### config.mk
export PLATFORM = sky130hd
export DESIGN_NAME = path_turn_router
export DESIGN_NICKNAME = d
export VERILOG_FILES = /design/src/rtl/prt_pkg.sv /design/src/rtl/prt_turn_target.sv /design/src/rtl/prt_path_advance.sv /design/src/rtl/path_turn_router.sv
export SDC_FILE = /design/constraint.sdc
export NUM_CORES = 1
export LEC_CHECK = 0
export ABC_CLOCK_PERIOD_IN_PS = 2400
export BUFFER_PORTS_ARGS = -buffer_cell sky130_fd_sc_hd__buf_4
export CAP_MARGIN = 5
export CORE_UTILIZATION = 38
export CTS_BUF_LIST = sky130_fd_sc_hd__clkbuf_16
export CTS_CLUSTER_SIZE = 24
export DETAILED_ROUTE_END_ITERATION = 12
export PLACE_DENSITY = 0.68
export SLEW_MARGIN = 20
export SYNTH_ARGS = -nofsm -noshare
export SYNTH_HDL_FRONTEND = slang
export SYNTH_HIERARCHICAL = 1
export SYNTH_SLANG_ARGS = --single-unit
### constraint.sdc
create_clock -name clk -period 2.4 [get_ports clk]
set_input_delay 0.24 -clock clk [delete_from_list [all_inputs] [get_ports clk]]
set_output_delay 0.24 -clock clk [all_outputs]
set_load 0.005 [all_outputs]
### src/rtl/prt_pkg.sv
package prt_pkg;

    // Decision held in the state register.
    typedef enum logic [1:0] {
        ST_IDLE    = 2'd0,
        ST_FORWARD = 2'd1,
        ST_DELIVER = 2'd2,
        ST_EVENT   = 2'd3
    } prt_state_e;

    // Path event reason codes.
    localparam logic [1:0] EVC_NONE      = 2'b00;
    localparam logic [1:0] EVC_LINK_DOWN = 2'b01;
    localparam logic [1:0] EVC_NO_PORT   = 2'b10;
    localparam logic [1:0] EVC_DEAD_END  = 2'b11;

endpackage

### src/rtl/prt_turn_target.sv
// Applies a relative turn to the arrival port and qualifies the result.
module prt_turn_target #(
    parameter int PORTS  = 6,
    parameter int PORT_W = 3
) (
    input  logic [PORT_W-1:0] in_port,
    input  logic [PORT_W-1:0] turn,
    input  logic [PORTS-1:0]  link_up,
    output logic [PORT_W-1:0] target,
    output logic              missing,
    output logic              down
);
    localparam int SLOTS = 2 ** PORT_W;

    logic [SLOTS-1:0] link_slots;

    always_comb begin
        // The sum wraps naturally at the field width.
        target     = in_port + turn;
        link_slots = SLOTS'(link_up);
        missing    = (int'(target) >= PORTS);
        down       = !missing && !link_slots[target];
    end
endmodule

### src/rtl/prt_path_advance.sv
// Consumes the lowest turn and decrements the hop count.
module prt_path_advance #(
    parameter int TURN_W = 3,
    parameter int TURNS  = 7
) (
    input  logic [(TURNS+1)*TURN_W-1:0] path_in,
    output logic [(TURNS+1)*TURN_W-1:0] path_next
);
    localparam int PATH_W = (TURNS + 1) * TURN_W;

    logic [TURN_W-1:0] fields [TURNS+1];

    generate
        for (genvar k = 0; k <= TURNS; k++) begin : g_field
            assign fields[k] = path_in[k*TURN_W +: TURN_W];
        end
    endgenerate

    always_comb begin
        path_next = '0;
        path_next[TURN_W-1:0] = fields[0] - TURN_W'(1);
        for (int k = 1; k < TURNS; k++) begin
            path_next[k*TURN_W +: TURN_W] = fields[k+1];
        end
        path_next[PATH_W-1 -: TURN_W] = '0;
    end
endmodule

### src/rtl/path_turn_router.sv
module path_turn_router #(
    parameter int PORTS  = 6,
    parameter int PORT_W = 3,
    parameter int TURNS  = 7,
    parameter int TURN_W = 3,
    localparam int PATH_W = (TURNS + 1) * TURN_W
) (
    input  logic              clk,
    input  logic              rst_n,
    input  logic              hdr_valid,
    input  logic [PATH_W-1:0] hdr_path,
    input  logic [PORT_W-1:0] in_port,
    input  logic [PORTS-1:0]  link_up,
    input  logic              is_end_node,
    output logic              fwd_valid,
    output logic [PORT_W-1:0] out_port,
    output logic [PATH_W-1:0] path_out,
    output logic              local_valid,
    output logic              evt_valid,
    output logic [1:0]        evt_code,
    output logic [PORT_W-1:0] evt_port
);
    import prt_pkg::*;

    prt_state_e        state_q, state_d;
    logic [1:0]        code_q, code_d;
    logic [PORT_W-1:0] port_q, src_q;
    logic [PATH_W-1:0] path_q;

    logic [PORT_W-1:0] target;
    logic              missing, down;
    logic [PATH_W-1:0] path_next;
    logic              hops_left;

    prt_turn_target #(.PORTS(PORTS), .PORT_W(PORT_W)) u_target (
        .in_port (in_port),
        .turn    (PORT_W'(hdr_path[2*TURN_W-1 -: TURN_W])),
        .link_up (link_up),
        .target  (target),
        .missing (missing),
        .down    (down)
    );

    prt_path_advance #(.TURN_W(TURN_W), .TURNS(TURNS)) u_advance (
        .path_in   (hdr_path),
        .path_next (path_next)
    );

    assign hops_left = (hdr_path[TURN_W-1:0] != '0);

    // Next decision, derived from this cycle's header.
    always_comb begin
        state_d = ST_IDLE;
        code_d  = EVC_NONE;
        unique case ({hdr_valid, hops_left})
            2'b10: begin
                if (is_end_node) begin
                    state_d = ST_DELIVER;
                end else begin
                    state_d = ST_EVENT;
                    code_d  = EVC_DEAD_END;
                end
            end
            2'b11: begin
                if (missing) begin
                    state_d = ST_EVENT;
                    code_d  = EVC_NO_PORT;
                end else if (down) begin
                    state_d = ST_EVENT;
                    code_d  = EVC_LINK_DOWN;
                end else begin
                    state_d = ST_FORWARD;
                end
            end
            default: state_d = ST_IDLE;
        endcase
    end

    // State register and captured decision data.
    always_ff @(posedge clk) begin
        if (!rst_n) begin
            state_q <= ST_IDLE;
            code_q  <= EVC_NONE;
            port_q  <= '0;
            src_q   <= '0;
            path_q  <= '0;
        end else begin
            state_q <= state_d;
            code_q  <= code_d;
            if (hdr_valid) begin
                port_q <= target;
                src_q  <= in_port;
                path_q <= path_next;
            end
        end
    end

    // Outputs decoded from the state.
    always_comb begin
        fwd_valid   = 1'b0;
        local_valid = 1'b0;
        evt_valid   = 1'b0;
        evt_code    = EVC_NONE;
        unique case (state_q)
            ST_FORWARD: fwd_valid = 1'b1;
            ST_DELIVER: local_valid = 1'b1;
            ST_EVENT: begin
                evt_valid = 1'b1;
                evt_code  = code_q;
            end
            default: ;
        endcase
        out_port = port_q;
        path_out = path_q;
        evt_port = src_q;
    end
endmodule

==> impl_metrics.json <==
{
  "run_status": "completed",
  "syn2layout_area_growth_pct": 33.4,
  "drc_errors": 0,
  "worst_path_largest_cell_delay_ps": 380,
  "period_needed_ps": 1720,
  "viasPerCell": 4.57,
  "hold_viol_final": 0,
  "dpl.hpwl_mm": 2.16,
  "grt-ovfl-total": 0,
  "synth_top_cell_area_share_pct": 42.1,
  "clock-sinks": 34,
  "die_height_um": 67.2,
  "cp_max_fo": 3,
  "die_x_um": 67.2,
  "path_clk_slew_ps": 50,
  "start_kind": "input pin",
  "antenna_found_initial": 0,
  "clk_latency_ps": 270,
  "fin_worst_skew_ps": 0,
  "arrival_ps": 1920,
  "final_layout_size_suffix_gt1_share_pct": 39.9,
  "die_area_mm2": 0.00452,
  "grt_pass1_wl_mm": 4.77,
  "cp-end-kind": "register",
  "maxCapViolCount": 0,
  "worst_pin_slew_ps": 540,
  "cts_max_path_buffers": 2,
  "fmax_mhz": 580,
  "finalSetupViolCount": 0,
  "cts_made_buffers": 5,
  "hold_buffers": 0,
  "maxSlewHeadroom_pct": 64.0,
  "fin_ws_ps": 677,
  "pwr_density_cell_mw_per_mm2": 664,
  "dpl-instance-area_mm2": 0.00202,
  "track_usage_pct": 14.1,
  "design_area_mm2": 0.00216,
  "syn-cell-area_mm2": 0.00162,
  "drt_first_pass_iters": 2,
  "crit_chain": "buf_4 -> ha_1 -> fa_1 -> xor2_1 -> xnor2_1 -> mux2i_1 -> nand4b_1 -> mux2i_1",
  "grt_pass1_vias": 1135,
  "path_buf_inv": 1,
  "p_clk_share_pct": 40.4,
  "syn_avg_cell_area_um2": 10.7,
  "fin_hold_ws_ps": 228,
  "holdCritPathClass": "in -> reg",
  "p_int_uw": 1120,
  "drv_slew": 0,
  "synth_cell_types": 21,
  "critPathRequiredTime_ps": 2600,
  "rsz0062_at_grt": "no",
  "portBuffers": 71,
  "final_nets": 243,
  "ant_nets": 0,
  "crit_top_cell": "mux2i_1",
  "wl_per_cell_um": 11.7,
  "rows": 23,
  "cts_htree_levels": 2,
  "ctsResizeCount": 0,
  "cp_top_family": "adder cells",
  "diodes": 0,
  "yosysWarnings": 6,
  "grt_max_degree": 36,
  "seq_area_frac_synth_pct": 42.1,
  "place.gp.congestion": 0.654,
  "drtIter0Drc": 3,
  "cts_tree": "built",
  "ir_drop_mv": 0.265,
  "leakagePower_uw": 0.00107,
  "yosys.area.top_type": "dfxtp_1",
  "place_ws_ps": 363,
  "synthCells": 151,
  "cts_root_buf": "clkbuf_16",
  "io_pins": 72,
  "net-switching-power_uw": 313,
  "comb_power_share_pct": 16.1,
  "initial_core_util_pct": 40.1,
  "cp_slowest_cell": "fa_1",
  "design.core.area_mm2": 0.00403,
  "crit_type": "in -> reg",
  "wl_mm": 2.96,
  "num_vias": 1156,
  "ys_ff_latch": 34,
  "finalCritPeriodShare_pct": 71.8,
  "swShare_pct": 21.9,
  "pwr-share-seq_pct": 43.5,
  "cts_setup_buffers": 0,
  "synthTopCellsByArea": "dfxtp_1, mux2i_1, nor2b_1",
  "setup_tns_ps": 0
}
==> state kept, by name (all words and copies together), names as in the netlist <==
name / cells
out_port: 3
path_out: 24
state_q: 2
code_q: 2
evt_port: 3
==> stage by stage <==
stage | power [uW] | utilization [%] | instances
4_1_cts | 1460 | 53.5 | 253
6_report | 1430 | 53.5 | 253
5_1_grt | 1510 | 53.5 | 253
2_1_floorplan | 774 | - | 153
3_5_place_dp | 868 | 50.2 | 246
3_3_place_gp | 860 | 50.2 | 246
==> final timing paths <==
path	start	endpoint	slack (ps)	cells past startpoint
worst max-delay path	in_port[0]	code_q[0]	680	8
worst min-delay path	hdr_path[10]	path_out[7]	230	3
worst max register to register	path_out[9]	path_out[9]	1780	2
worst min register to register	path_out[6]	path_out[6]	510	2
==> cell usage after synthesis <==
| master | count |
|---|---|
| ha_1 | 2 |
| and3_1 | 3 |
| o311a_1 | 1 |
| nor2b_1 | 34 |
| nand4b_1 | 1 |
| dfxtp_1 | 34 |
| nor3_1 | 1 |
| fa_1 | 1 |
| mux2i_1 | 32 |
| nand3b_1 | 1 |
| clkbuf_1 | 3 |
| or4b_4 | 1 |
| xnor2_1 | 1 |
| conb_1 | 1 |
| mux4_2 | 1 |
| buf_4 | 25 |
| xor2_1 | 2 |
| a211o_2 | 1 |
| and2_1 | 1 |
| inv_1 | 4 |
| o2111a_1 | 1 |
==> layer usage <==
layer | track usage, % | wire, um | vias to the layer above
met2 | 24.3 | 1420 | 53
met4 | 4.79 | 25 | 0
met5 | 0 | 0 | -
met3 | 5.57 | 266 | 4
li1 | - | - | 578
met1 | 15.6 | 1240 | 521
==> layout by cell type (no fill, tap or decap) <==
cell and n:
o311a_1 1, nor3_1 1, nand4b_1 1, mux2i_1 32
inv_1 4, or4b_4 1, conb_1 3, xor2_1 2
nor2b_1 34, clkinv_2 2, dfxtp_1 34, and2_1 1
a211o_2 1, and3_1 3, ha_1 2, nand3b_1 1
o2111a_1 1, fa_1 1, xnor2_1 1, clkbuf_16 5
buf_4 71, mux4_2 1
==> kinds of logic after synthesis <==
kind of cell    after synthesis  synth area share, %
compound gates                3                 1.93
xor+xnor                      3                 1.63
fa+ha+maj                     3                 2.79
buf+inv                      32                 13.2
flops                        34                 42.1
mux                          33                 21.2
other cells                   1                0.232
simple gates                 42                 16.9
==> power by group through the flow <==
stage | combinational, uW | sequential [uW] | clock, uW
detailed placement | 234 | 634 | 0
global route | 256 | 626 | 624
floorplan | 140 | 634 | 0
CTS | 235 | 623 | 601
global placement | 227 | 632 | 0
finish | 230 | 623 | 579
==> area by class of cell <==
class                      instances  area (um2)
timing repair buffer              71         533
tap                               50        62.6
sequential                        34         681
fill                             373        1870
clock inverter                     2        10.0
clock buffer                       5         125
multi-input combinational         87         729
inverter                           4        15.0
==> tightest hold or removal path, delay by kind of cell <==
family	cells	cell delay (ps)
and+or+nand+nor	1	90
buffers and inverters	1	80
muxes	1	50
Note: power is estimated with default switching activity, not from simulation.
